**src/rtl/rxr_pkg.sv**
```systemverilog
package rxr_pkg;
    localparam int ADDR_W   = 24;
    localparam int LEN_W    = 11;
    localparam int OWN_BIT  = 31;
    localparam int END_BIT  = 28;
    localparam int IRQ_RX   = 0;
    localparam int IRQ_FULL = 1;

    typedef enum logic [2:0] {
        ST_IDLE, ST_FETCH, ST_WR, ST_DROP, ST_STAT, ST_REL
    } st_e;

    function automatic logic [31:0] pack_status(input logic [LEN_W-1:0] len,
                                                input logic [2:0] port,
                                                input logic err, input logic tag);
        logic [31:0] s;
        s = '0;
        s[26:16] = len;
        s[14:12] = port;
        s[3]     = err;
        s[2]     = tag;
        return s;
    endfunction
endpackage

```
**src/rtl/rxr_irq_flag.sv**
```systemverilog
module rxr_irq_flag (
    input  logic clk,
    input  logic rst_n,
    input  logic set,
    input  logic clr,
    output logic flag
);
    logic flag_d, flag_q;

    always_comb begin
        flag_d = flag_q;
        if (clr) flag_d = 1'b0;
        if (set) flag_d = 1'b1;
    end

    always_ff @(posedge clk or negedge rst_n) begin
        if (!rst_n) flag_q <= 1'b0;
        else        flag_q <= flag_d;
    end

    assign flag = flag_q;
endmodule

```
**src/rtl/rxr_len_acc.sv**
```systemverilog
module rxr_len_acc #(
    parameter int BUF_WORDS = 388
) (
    input  logic                     clk,
    input  logic                     rst_n,
    input  logic                     clr,
    input  logic                     add,
    input  logic                     last,
    input  logic [1:0]               tail,
    output logic [rxr_pkg::LEN_W-1:0] len
);
    localparam int CAP   = BUF_WORDS * 4;
    localparam int BYT_W = rxr_pkg::LEN_W + 2;

    logic [BYT_W-1:0] bytes_d, bytes_q;
    logic [2:0]       inc;

    always_comb begin
        inc = 3'd4;
        if (last && tail != 2'd0) inc = {1'b0, tail};
        bytes_d = bytes_q;
        if (clr)
            bytes_d = '0;
        else if (add && bytes_q <= BYT_W'(CAP))
            bytes_d = bytes_q + BYT_W'(inc);
        if (bytes_q > BYT_W'(CAP)) len = rxr_pkg::LEN_W'(CAP);
        else                       len = bytes_q[rxr_pkg::LEN_W-1:0];
    end

    always_ff @(posedge clk or negedge rst_n) begin
        if (!rst_n) bytes_q <= '0;
        else        bytes_q <= bytes_d;
    end
endmodule

```
**src/rtl/rx_ring_engine.sv**
```systemverilog
module rx_ring_engine
    import rxr_pkg::*;
#(
    parameter int BUF_WORDS = 388
) (
    input  logic              clk,
    input  logic              rst_n,
    input  logic [ADDR_W-1:0] ring_base,
    output logic              mem_req,
    output logic              mem_we,
    output logic [ADDR_W-1:0] mem_addr,
    output logic [31:0]       mem_wdata,
    input  logic [31:0]       mem_rdata,
    input  logic              mem_ack,
    input  logic              in_valid,
    output logic              in_ready,
    input  logic [31:0]       in_data,
    input  logic              in_last,
    input  logic [1:0]        in_tail,
    input  logic [2:0]        in_port,
    input  logic              in_err,
    input  logic              in_tag,
    output logic              irq_rx,
    input  logic              irq_rx_ack,
    output logic              irq_full,
    input  logic              irq_full_ack
);
    localparam int CW = $clog2(BUF_WORDS + 1);
    localparam logic [CW-1:0] WMAX = CW'(BUF_WORDS);

    typedef struct packed {
        st_e              st;
        logic             ptr_ok;
        logic [ADDR_W-1:0] desc;
        logic [31:0]      buf1;
        logic [CW-1:0]    words;
        logic             trunc;
        logic             err;
        logic             tag;
        logic [2:0]       port;
    } regs_t;

    regs_t r_d, r_q;
    logic  acc_clr, acc_add;
    logic [LEN_W-1:0] len;
    logic [1:0] irq_set, irq_clr, irq_q;
    logic [ADDR_W-1:0] cur;

    rxr_len_acc #(.BUF_WORDS(BUF_WORDS)) u_len (
        .clk(clk), .rst_n(rst_n), .clr(acc_clr), .add(acc_add),
        .last(in_last), .tail(in_tail), .len(len)
    );

    assign irq_clr[IRQ_RX]   = irq_rx_ack;
    assign irq_clr[IRQ_FULL] = irq_full_ack;

    for (genvar g = 0; g < 2; g++) begin : g_irq
        rxr_irq_flag u_flag (
            .clk(clk), .rst_n(rst_n), .set(irq_set[g]), .clr(irq_clr[g]), .flag(irq_q[g])
        );
    end

    assign irq_rx   = irq_q[IRQ_RX];
    assign irq_full = irq_q[IRQ_FULL];

    always_comb begin
        r_d       = r_q;
        mem_req   = 1'b0;
        mem_we    = 1'b0;
        mem_addr  = r_q.desc;
        mem_wdata = '0;
        in_ready  = 1'b0;
        irq_set   = '0;
        acc_clr   = 1'b0;
        acc_add   = 1'b0;
        cur       = r_q.ptr_ok ? r_q.desc : ring_base;

        unique case (r_q.st)
            ST_IDLE: begin
                if (in_valid) begin
                    r_d.desc   = cur;
                    r_d.ptr_ok = 1'b1;
                    r_d.words  = '0;
                    r_d.trunc  = 1'b0;
                    acc_clr    = 1'b1;
                    r_d.st     = ST_FETCH;
                end
            end
            ST_FETCH: begin
                mem_req = 1'b1;
                if (mem_ack) begin
                    r_d.buf1 = mem_rdata;
                    r_d.st   = mem_rdata[OWN_BIT] ? ST_WR : ST_DROP;
                end
            end
            ST_WR: begin
                if (in_valid) begin
                    if (r_q.words < WMAX) begin
                        mem_req   = 1'b1;
                        mem_we    = 1'b1;
                        mem_addr  = r_q.buf1[ADDR_W-1:0] + (ADDR_W'(r_q.words) << 2);
                        mem_wdata = in_data;
                        in_ready  = mem_ack;
                    end else begin
                        in_ready  = 1'b1;
                        r_d.trunc = 1'b1;
                    end
                end
                if (in_valid && in_ready) begin
                    acc_add = 1'b1;
                    if (r_q.words < WMAX) r_d.words = r_q.words + 1'b1;
                    if (in_last) begin
                        r_d.port = in_port;
                        r_d.err  = in_err;
                        r_d.tag  = in_tag;
                        r_d.st   = ST_STAT;
                    end
                end
            end
            ST_DROP: begin
                in_ready = 1'b1;
                if (in_valid && in_last) begin
                    irq_set[IRQ_FULL] = 1'b1;
                    r_d.st = ST_IDLE;
                end
            end
            ST_STAT: begin
                mem_req   = 1'b1;
                mem_we    = 1'b1;
                mem_addr  = r_q.desc + ADDR_W'(12);
                mem_wdata = pack_status(len, r_q.port, r_q.err | r_q.trunc, r_q.tag);
                if (mem_ack) r_d.st = ST_REL;
            end
            ST_REL: begin
                mem_req   = 1'b1;
                mem_we    = 1'b1;
                mem_wdata = r_q.buf1;
                mem_wdata[OWN_BIT] = 1'b0;
                if (mem_ack) begin
                    irq_set[IRQ_RX] = 1'b1;
                    r_d.desc = r_q.buf1[END_BIT] ? ring_base : r_q.desc + ADDR_W'(16);
                    r_d.st   = ST_IDLE;
                end
            end
            default: r_d.st = ST_IDLE;
        endcase
    end

    always_ff @(posedge clk or negedge rst_n) begin
        if (!rst_n) begin
            r_q    <= '0;
            r_q.st <= ST_IDLE;
        end else begin
            r_q <= r_d;
        end
    end
endmodule

```
**config.mk**
```make
export PLATFORM = sky130hd
export DESIGN_NAME = rx_ring_engine
export DESIGN_NICKNAME = d
export VERILOG_FILES = /design/src/rtl/rxr_pkg.sv /design/src/rtl/rxr_irq_flag.sv /design/src/rtl/rxr_len_acc.sv /design/src/rtl/rx_ring_engine.sv
export SDC_FILE = /design/constraint.sdc
export NUM_CORES = 1
export LEC_CHECK = 0
export BUFFER_PORTS_ARGS = -buffer_cell sky130_fd_sc_hd__buf_2
export CAP_MARGIN = 10
export CELL_PAD_IN_SITES_DETAIL_PLACEMENT = 0
export CELL_PAD_IN_SITES_GLOBAL_PLACEMENT = 1
export CORE_MARGIN = 2
export CORE_UTILIZATION = 40
export CTS_CLUSTER_DIAMETER = 200
export DETAILED_ROUTE_END_ITERATION = 10
export PLACE_DENSITY_LB_ADDON = 0.2
export SYNTH_ARGS = -nofsm -noshare
export SYNTH_HDL_FRONTEND = slang
export SYNTH_SLANG_ARGS = --single-unit
```
**constraint.sdc**
```tcl
create_clock -name clk -period 3.32 [get_ports clk]
set_input_delay 0.498 -clock clk [delete_from_list [all_inputs] [get_ports clk]]
set_output_delay 0.498 -clock clk [all_outputs]
set_load 0.05 [all_outputs]
```
# Yosys cells after proc, flatten, opt, wreduce, memory -nomap -nowiden
# Index checks and enable logic that the tools add are counted.
[op_classes]
reduce_logical = 20
bitwise_logic = 1
muxes = 49
n_eq_ne = 16
magnitude_cmp = 3
add_sub_neg = 5
[op_table]
columns = ["operator", "count"]
rows = [
  ["two-way mux 24 bit", 5],
  ["one-hot mux 24 bit (2 select lines)", 2],
  ["one-hot mux 32 bit (3 select lines)", 1],
  ["two-way mux 32 bit", 2],
  ["two-way mux 28 bit", 1],
  ["two-way mux 13 bit", 2],
  ["adder 24 x 11 -> 24 bit", 1],
  ["adder 24 x 4 -> 24 bit, second input constant", 1],
  ["adder 24 x 5 -> 24 bit, second input constant", 1],
  ["inequality test 2 bit, second input constant", 11],
  ["two-way mux 3 bit", 7],
  ["two-way mux 1 bit", 20],
  ["one-hot mux 10 bit (2 select lines)", 1],
  ["two-way mux 9 bit", 2],
  ["one-hot mux 3 bit (6 select lines)", 1],
  ["adder 13 x 3 -> 13 bit", 1],
  ["greater-than comparator 13 x 11 -> 1 bit, second input constant", 1],
  ["less-or-equal comparator 13 x 11 -> 1 bit, second input constant", 1],
  ["AND reduction 4 bit", 3],
  ["nonzero test 2 bit", 6],
  ["two-way mux 11 bit", 1],
  ["two-way mux 10 bit", 1],
  ["adder 9 x 1 -> 9 bit, second input constant", 1],
  ["< comparator 9 bit, second input constant", 1],
  ["other kinds (12)", 20],
]
[word_totals]
elab_cells = 106
reg_bits = 89
in_bits = 102
out_inout_bits = 61

# Logic depth before layout (Yosys ltp)
# Gate-level depths: netlist of run 1.
[depth]
ltp_word = 10
ltp_mapped = 9
depth_no_buf = 9

# Hierarchy
# A second synthesis of run 1 with hierarchy kept.
[hier_totals]
cells_unflattened = 709
hier_area_um2 = 6092.1
[by_module_without_submodules]
columns = ["module", "n_inst", "cells_each", "seq_area_each_um2", "area_each_um2"]
rows = [
  ["rx_ring_engine", 1, 615, 1851.8, 5193.7],
  ["rxr_len_acc", 1, 88, 325.3, 825.8],
  ["rxr_irq_flag", 2, 3, 25.0, 36.3],
]

# Worst setup path before layout of run 1
# Ideal clock, no wire load.
[synth_timing]
path_type = "reg-to-output"
startpoint = "register r_q[72] (netlist name)"
endpoint = "output port mem_addr[8]"
path_slack_ns = -0.144
t_required_ns = 2.822
n_path_buf = 2
arrival_ns = 2.966
path_stages_with_launch = 6
cell_sequence = "dfrtp_1 -> buf_2 -> nor3b_1 -> buf_2 -> nand2_1 -> o311ai_0"
[synth_between]
elab_chain_len = 2
elab_cells_between_ends = 3
cone_classes = "eq/ne (2); mux (1)"
[synth_lines]
columns = ["element", "line_no", "rtl"]
rows = [
  ["start: declaration", "rx_ring_engine.sv:43", "regs_t r_d, r_q;"],
  ["start signal: assignment", "rx_ring_engine.sv:154", "r_q <= r_d;"],
  ["== test 3 bit or == test 3 x 2 -> 1 bit (tied branches)", "rx_ring_engine.sv:78", "unique case (r_q.st)"],
  ["one-hot mux 24 bit (2 select lines) (*)", "rx_ring_engine.sv:78", ""],
  ["end: declaration", "rx_ring_engine.sv:11", "output logic [ADDR_W-1:0] mem_addr,"],
]
# Mark *: on every way between the ends. The rest lies on a longest branch, timed or not.

# Worst setup path after layout of run 1
[layout_timing]
startpoint = "register r_q[12] (netlist name)"
endpoint = "output port mem_wdata[15]"
[layout_between]
elab_chain_len = 4
[layout_lines]
columns = ["element", "line_no", "rtl"]
rows = [
  ["< comparator 9 bit", "rx_ring_engine.sv:98", "if (r_q.words < WMAX) begin"],
  ["two-way mux 32 bit", "rx_ring_engine.sv:98", ""],
  ["two-way mux 32 bit", "rx_ring_engine.sv:97", "if (in_valid) begin"],
  ["one-hot mux 32 bit (3 select lines)", "rx_ring_engine.sv:78", ""],
  ["end: declaration", "rx_ring_engine.sv:12", "output logic [31:0] mem_wdata,"],
]
# Every way passes these cells.

==> results of run 1 <==
[state kept, by name, indices dropped and copies added, names as in the netlist]
signal             count
r_q                   74
u_len.bytes_q         13
g_irq.u_flag.flag      2
[cell families (layout without fill, tap and decap cells)]
family	after synthesis	in the layout
xor gates and xnor gates	31	31
and+or+nand+nor	226	226
AOI/OAI and AO/OA	218	218
buffers and inverters	81	238
DFF	89	89
muxes	38	38
adders and majority gates	17	17
[routing by layer]
layer  wire (um)  vias up  share of wire [%]  global-route usage [%]
met1        8740     3003                 44                    32.4
li1            -     2901                  -                       -
met3        1160       25                5.9                    5.80
met5           0        -                  0                       0
met4         363        0                1.8                    7.37
met2        9460      212                 48                    38.7
[repair_timing]
item	4_1_cts	5_1_grt
setup buffers	1	0
endpoints found under the hold margin	0	0
resized for setup	7	15
setup endpoints to repair	8	25
[through the flow]
| step | area [sq um] | utilization, % | power, mW | TNS, ns |
|---|---|---|---|---|
| 3_5_place_dp | 7170 | 47.5 | 5.04 | 0 |
| 4_1_cts | 7540 | 50.0 | 6.27 | 0 |
| 3_3_place_gp | 7170 | 47.5 | 5.00 | 0 |
| 2_1_floorplan | 6120 | - | 4.13 | 0 |
| 5_1_grt | 7590 | 50.3 | 6.65 | -0.0444 |
| 6_report | 7590 | 50.3 | 6.30 | 0 |
[cell type report]
cell class                 instances  area, sq um  area share [%]
multi-input combinational        530         3630            47.8
sequential                        89         2230            29.4
timing repair buffer             185         1010            13.4
tap                              188          235            3.10
clock buffer                      10          229            3.02
inverter                          37          139            1.83
clock inverter                     6          114            1.50
[worst min-delay path by stage]
| stage | start | end | slack (ns) |
|---|---|---|---|
| detailed placement | r_q[71] | r_q[71] | 0.47 |
| finish | rst_n | r_q[51] | 0.11 |
| floorplan | rst_n | g_irq[0].u_flag.flag | 0.20 |
| global placement | r_q[71] | r_q[71] | 0.45 |
| CTS | rst_n | r_q[51] | 0.13 |
| global route | rst_n | r_q[51] | 0.14 |
[where the power goes]
part	leakage, nW	switching, mW	total (mW)	internal [mW]
logic	2.26	2.09	3.14	1.06
clock network	0.159	0.456	1.20	0.739
registers	1.13	0.507	1.96	1.45
total	3.55	3.05	6.30	3.25
[worst max-delay path, stage by stage (launching register included)]
cell and delay [ns]:
dfrtp_1 0.44, or4_4 0.58, o211a_1 0.31, nor2_4 0.29
buf_4 0.25, a22o_1 0.21, buf_2 0.29
[layout by cell type, fill, tap and decap left out, drive strengths merged, types with 9 or more instances in the layout]
cell,n
dfrtp,89
nand4,20
a22o,16
xor2,19
o22ai,10
clkbuf,10
xnor2,12
nand2,56
nand2b,9
a21oi,41
ha,15
nor3,20
nor2,53
inv,38
o21ai,70
mux2,36
buf,185
nand3,30
a222oi,12
==> results.txt, run 1 <==
Number of synthesized register bits -> 89
Worst hold margin -> 0.114 ns
Launching point of the worst reg2reg path -> r_q[74]
Mux share of post-synthesis cell area -> 6.95%
Clock net sink count -> 89
Placed Cells -> 1028
Post-Syn Area -> 6120 sq um
Synth top area cells -> dfrtp_1 36%, mux2_2 6.6%, o21ai_0 5.4%
PnR worst setup slack -> 0.0956 ns
CTS Buf Count -> 9
DR WL/cell -> 18.9 um
Cell Count, Final, Fillers Out -> 1045
Syn Nets -> 819
Vias in the first global route -> 5822
Critical path type -> reg2out
Final hold violations -> 0
Layout cells sized above 1 -> 31.3%
Yosys top cell by area -> dfrtp_1
Setup Slack @ Placement -> 0.222 ns
Fin crit period -> 3.22 ns
Final nets -> 971
Highest Clock Rate -> 0.310 GHz
Vias per cell -> 5.88
Ant. Diodes -> 0
Synth unique cells -> 66
Cell with the most instances after synthesis -> dfrtp_1
Synth Area in Simple Gates -> 18.8%
Clock latency on the worst-skew pair -> 0.36 ns
Largest family of logic cells by synthesized area -> compound AO/OA/AOI/OAI gates
GRT Total Usage -> 24.1%
Die Y -> 128 um
Worst setup EP type -> primary output
Final GP Congestion -> 0.881
Slew @ Worst Pin -> 0.692 ns
Ys async rst share -> 100%
Leak -> 3.55 nW
Status -> completed
Largest net degree at the start of global routing -> 41
Period utilisation layout -> 97.1%
Clk slew on worst S/H paths -> 0.07 ns
GRT overflow -> 0
WL final -> 19700 um
H-tree levels -> 3
IO Port Bufs -> 162
Drt pass-1 iters -> 8
CTS Root Buffer Type -> clkbuf_16
Slew Limit Headroom -> 53.9%
XOR/XNOR Fraction of Synth Area -> 4.44%
Global-route wire length before repair -> 30800 um
Final Skew -> 0.00752 ns
CTS tree -> done
Initial antenna violation count -> 0
Crit path launch -> r_q[12]
Synth Area in Adders -> 3.72%
DP HPWL -> 14800 um
Boundary pin count -> 163
Max cap viols -> 0
Total power per unit cell area -> 829 nW/um^2
Reg-to-reg endpoint -> r_q[70]
Worst Setup Start Kind -> flop
Worst R2R Path Depth -> 7
Slew Limit Fails -> 0
Post-Syn Instances -> 700
Yosys warning count -> 0
Worst hold-check path type -> in2async
Die ar. -> 16300 sq um
End of the critical path -> mem_wdata[15]
Synth top cells by count -> 89 x dfrtp_1, 66 x o21ai_0, 56 x nand2_1
Share of the yosys chip area belonging to registers -> 36.4%
Synth Area in Compound Gates -> 24.4%
Synth Flop Type -> dfrtp_1
FF-to-FF setup slack -> 0.99 ns
Worst Path Arrival -> 2.73 ns
Area Growth Syn to Fin -> 24.1%
DRT iter0 DRCs -> 606
Final setup vio count -> 0
Peak supply drop -> 363 uV
Core Rows -> 45
DRC -> 0
Core area -> 15100 sq um
Antenna Nets Post-Route -> 0
Fill cell total of the finished layout -> 1475
CTS Hold Bufs -> 0
Avg Cell Area, Syn -> 8.74 sq um
Crit path max fanout -> 12
Largest buffer count on any clock path -> 2
Yosys top cell area share -> 36.4%
Initial Utilization -> 40.5%
Die X -> 128 um
Vias after detailed routing -> 6141
CP Data Required Time -> 2.82 ns
Post-synth EDFFs -> 0
(Power assumes the default switching activity.)
==> run 2, diff against run 1 <==
--- a/config.mk
+++ b/config.mk
@@ -10,7 +10,7 @@
 export CELL_PAD_IN_SITES_DETAIL_PLACEMENT = 0
 export CELL_PAD_IN_SITES_GLOBAL_PLACEMENT = 1
 export CORE_MARGIN = 2
-export CORE_UTILIZATION = 40
+export CORE_UTILIZATION = 43
 export CTS_CLUSTER_DIAMETER = 200
 export DETAILED_ROUTE_END_ITERATION = 10
 export PLACE_DENSITY_LB_ADDON = 0.2
==> constraint.sdc (replaced) <==
create_clock -name clk -period 4 [get_ports clk]
set_input_delay 0.6 -clock clk [delete_from_list [all_inputs] [get_ports clk]]
set_output_delay 0.6 -clock clk [all_outputs]
set_load 0.05 [all_outputs]
==> run 2 against run 1 <==
Effect of this change:
- clock skew increased by 0.00057 ns
- sequential cell count is the same
- power down 21%
- design area is 2.9% lower
- largest power group unchanged
- first-iteration DRC count fell by 0.50%
- critical endpoint is now mem_addr[18]
- largest cell class unchanged
==> results.txt, run 2 (synthesized netlist as in run 1, its figures left out) <==
Status -> completed
Drt pass-1 iters -> 10 (+2)
CTS Root Buffer Type -> clkbuf_16
DRT iter0 DRCs -> 603 (-0.50%)
Worst Path Arrival -> 2.97 ns (+0.24 ns)
Setup TNS -> 0 ns (unchanged)
Period utilisation layout -> 89.3%
CP Cell Sequence -> ha_1 -> inv_1 -> fa_1 -> nand2b_1 -> a21oi_1 -> a21oi_1 -> nor3_1 -> xnor2_1 -> o221ai_1 -> buf_2
Total power per unit cell area -> 676 nW/um^2 (-18%)
Vias per cell -> 5.96 (+1.4%)
Sequential Power Share -> 32.7% (+1.6 points)
Core Rows -> 43 (-4.4%)
H-tree levels -> 3 (unchanged)
Final hold violations -> 0 (unchanged)
CTS Buf Count -> 9 (unchanged)
Final nets -> 961 (-1.0%)
DR WL/cell -> 19.0 um (+0.59%)
Die ar. -> 15200 sq um (-6.8%)
Clk network pwr share -> 16.7% (-2.3 points)
Clock latency on the worst-skew pair -> 0.36 ns (about the same)
Die Y -> 123 um (-3.4%)
Core area -> 13900 sq um (-8.0%)
CTS tree -> done
Final setup vio count -> 0 (unchanged)
Commonest non-fill, non-tap cells in the layout -> 161 x buf_2, 89 x dfrtp_1, 66 x o21ai_0
Area Growth Syn to Fin -> 20.5%
CTS Hold Bufs -> 0 (unchanged)
Worst setup EP type -> primary output
Setup Slack @ Placement -> 0.722 ns (+0.500 ns)
Crit path launch -> r_q[6]
Clk slew on worst S/H paths -> 0.07 ns (about the same)
Critical Path Most Common Cell -> a21oi_1
Slew Limit Headroom -> 23.7% (-30 points)
Die X -> 123 um (-3.4%)
Critical path type -> reg2out
DP Area -> 7090 sq um (-1.1%)
CP max-delay cell -> fa_1
Unrepaired setup endpoints after global routing -> false
Largest register FFs -> 74 (unchanged)
Highest Clock Rate -> 0.280 GHz
Switching power -> 2.52 mW (-17%)
Slew Limit Fails -> 0 (unchanged)
Vias after detailed routing -> 6122 (-0.31%)
Crit path max fanout -> 6 (-6)
GRT Total Usage -> 26.1% (+2.0 points)
Design area -> 7370 sq um (-2.9%)
CP Data Required Time -> 3.40 ns (+0.58 ns)
Switching Share -> 50.6% (+2.1 points)
Largest Register -> r_q
Max cap viols -> 0 (unchanged)
Leak -> 3.47 nW (-2.2%)
WL final -> 19500 um (-1.1%)
Initial antenna violation count -> 0 (unchanged)
Final GP Congestion -> 0.885 (+0.47%)
DRC -> 0 (unchanged)
Internal power -> 2.46 mW (-24%)
Crit path largest cell delay -> 0.43 ns (-0.15 ns)
Launching point of the worst reg2reg path -> r_q[74]
Worst Setup Start Kind -> flop
Largest net degree at the start of global routing -> 41 (unchanged)
PnR worst setup slack -> 0.429 ns (+0.334 ns)
Worst hold-check path type -> in2async
Peak supply drop -> 412 uV (+13%)
Postcts setup bufs -> 0 (-1)
Clock net sink count -> 89 (unchanged)
Largest buffer count on any clock path -> 2 (unchanged)
DP HPWL -> 14600 um (-1.3%)
Fill cell total of the finished layout -> 1336 (-9.4%)
Final Skew -> 0.00809 ns (+0.000568 ns)
Comb pwr share -> 50.6% (+0.7 points)
Slew @ Worst Pin -> 1.15 ns (+0.453 ns)
IO Port Bufs -> 162 (unchanged)
Layout cells sized above 1 -> 28.7% (-2.6 points)
Worst path top cell family by delay -> compound AO/OA/AOI/OAI gates
Fin crit period -> 3.57 ns
Antenna Nets Post-Route -> 0 (unchanged)
Post-layout util -> 53.1% (+2.8 points)
Boundary pin count -> 163 (unchanged)
WP buf/inv -> 2 (unchanged)
# resized after CTS -> 0 (-7)
GRT overflow -> 0 (unchanged)
Initial Utilization -> 44.1% (+3.5 points)
Commonest non-fill, non-tap cell in the layout -> buf_2
Ant. Diodes -> 0 (unchanged)
Global-route wire length before repair -> 30500 um (-0.92%)
Vias in the first global route -> 5794 (-0.48%)
run 2: changes by cell type in the layout (fill, tap and decap cells not counted), sizes merged:
cell,before,now
bufinv,3,0
inv,38,37
buf,185,175
clkbuf,10,11
clkinv,0,3
run 2: per-stage QoR:
stage                     instances  hold slack, ns  total power, mW
after detailed placement       1011           0.453             4.15
after global placement         1011           0.452             4.12
after CTS                      1027           0.198             4.99
final                          1027           0.184             4.99
after global routing           1027           0.217             5.27
after floorplan                 700           0.304             3.42
run 2: path summary, 6_finish.rpt:
| check | end | slack (ns) | depth (start not counted) |
|---|---|---|---|
| setup / recovery | mem_addr[18] | 0.43 | 10 |
| hold / removal | r_q[60] | 0.18 | 1 |
| setup reg to reg | r_q[65] | 1.13 | 5 |
| hold reg to reg | r_q[71] | 0.47 | 1 |
| max in group asynchronous | r_q[73] | 2.98 | 2 |
| min in group clk | g_irq[1].u_flag.flag | 0.43 | 2 |
run 2: metal layers:
metal | vias to the layer above | track usage (%) | routed length (um)
li1 | 2880 | - | -
met1 | 2966 | 35.5 | 8510
met2 | 246 | 42.3 | 9340
met3 | 30 | 4.01 | 1210
met4 | 0 | 9.45 | 436
met5 | - | 0 | 0
run 2: final cells by class:
type	count	area, sq um	area share [%]
Clock buffer	11	243	3.29
Sequential cell	89	2230	30.2
Multi-Input combinational cell	530	3580	48.5
Clock inverter	5	41.3	0.560
Tap cell	180	225	3.05
Timing Repair Buffer	175	923	12.5
Inverter	37	139	1.88
run 2: worst reg2reg max path, delay by kind of cell, from the launching register on:
family          cells  cell delay (ns)
compound gates      2             0.36
simple gates        2             1.01
mux                 1             0.64
flops               1             0.70
run 2: power by group through the flow:
stage	sequential, mW	combinational [mW]	clock (mW)
after floorplan	1.46	1.97	0
after global placement	1.63	2.49	0
after detailed placement	1.64	2.51	0
after CTS	1.62	2.53	0.840
after global routing	1.68	2.72	0.875
final	1.63	2.52	0.834
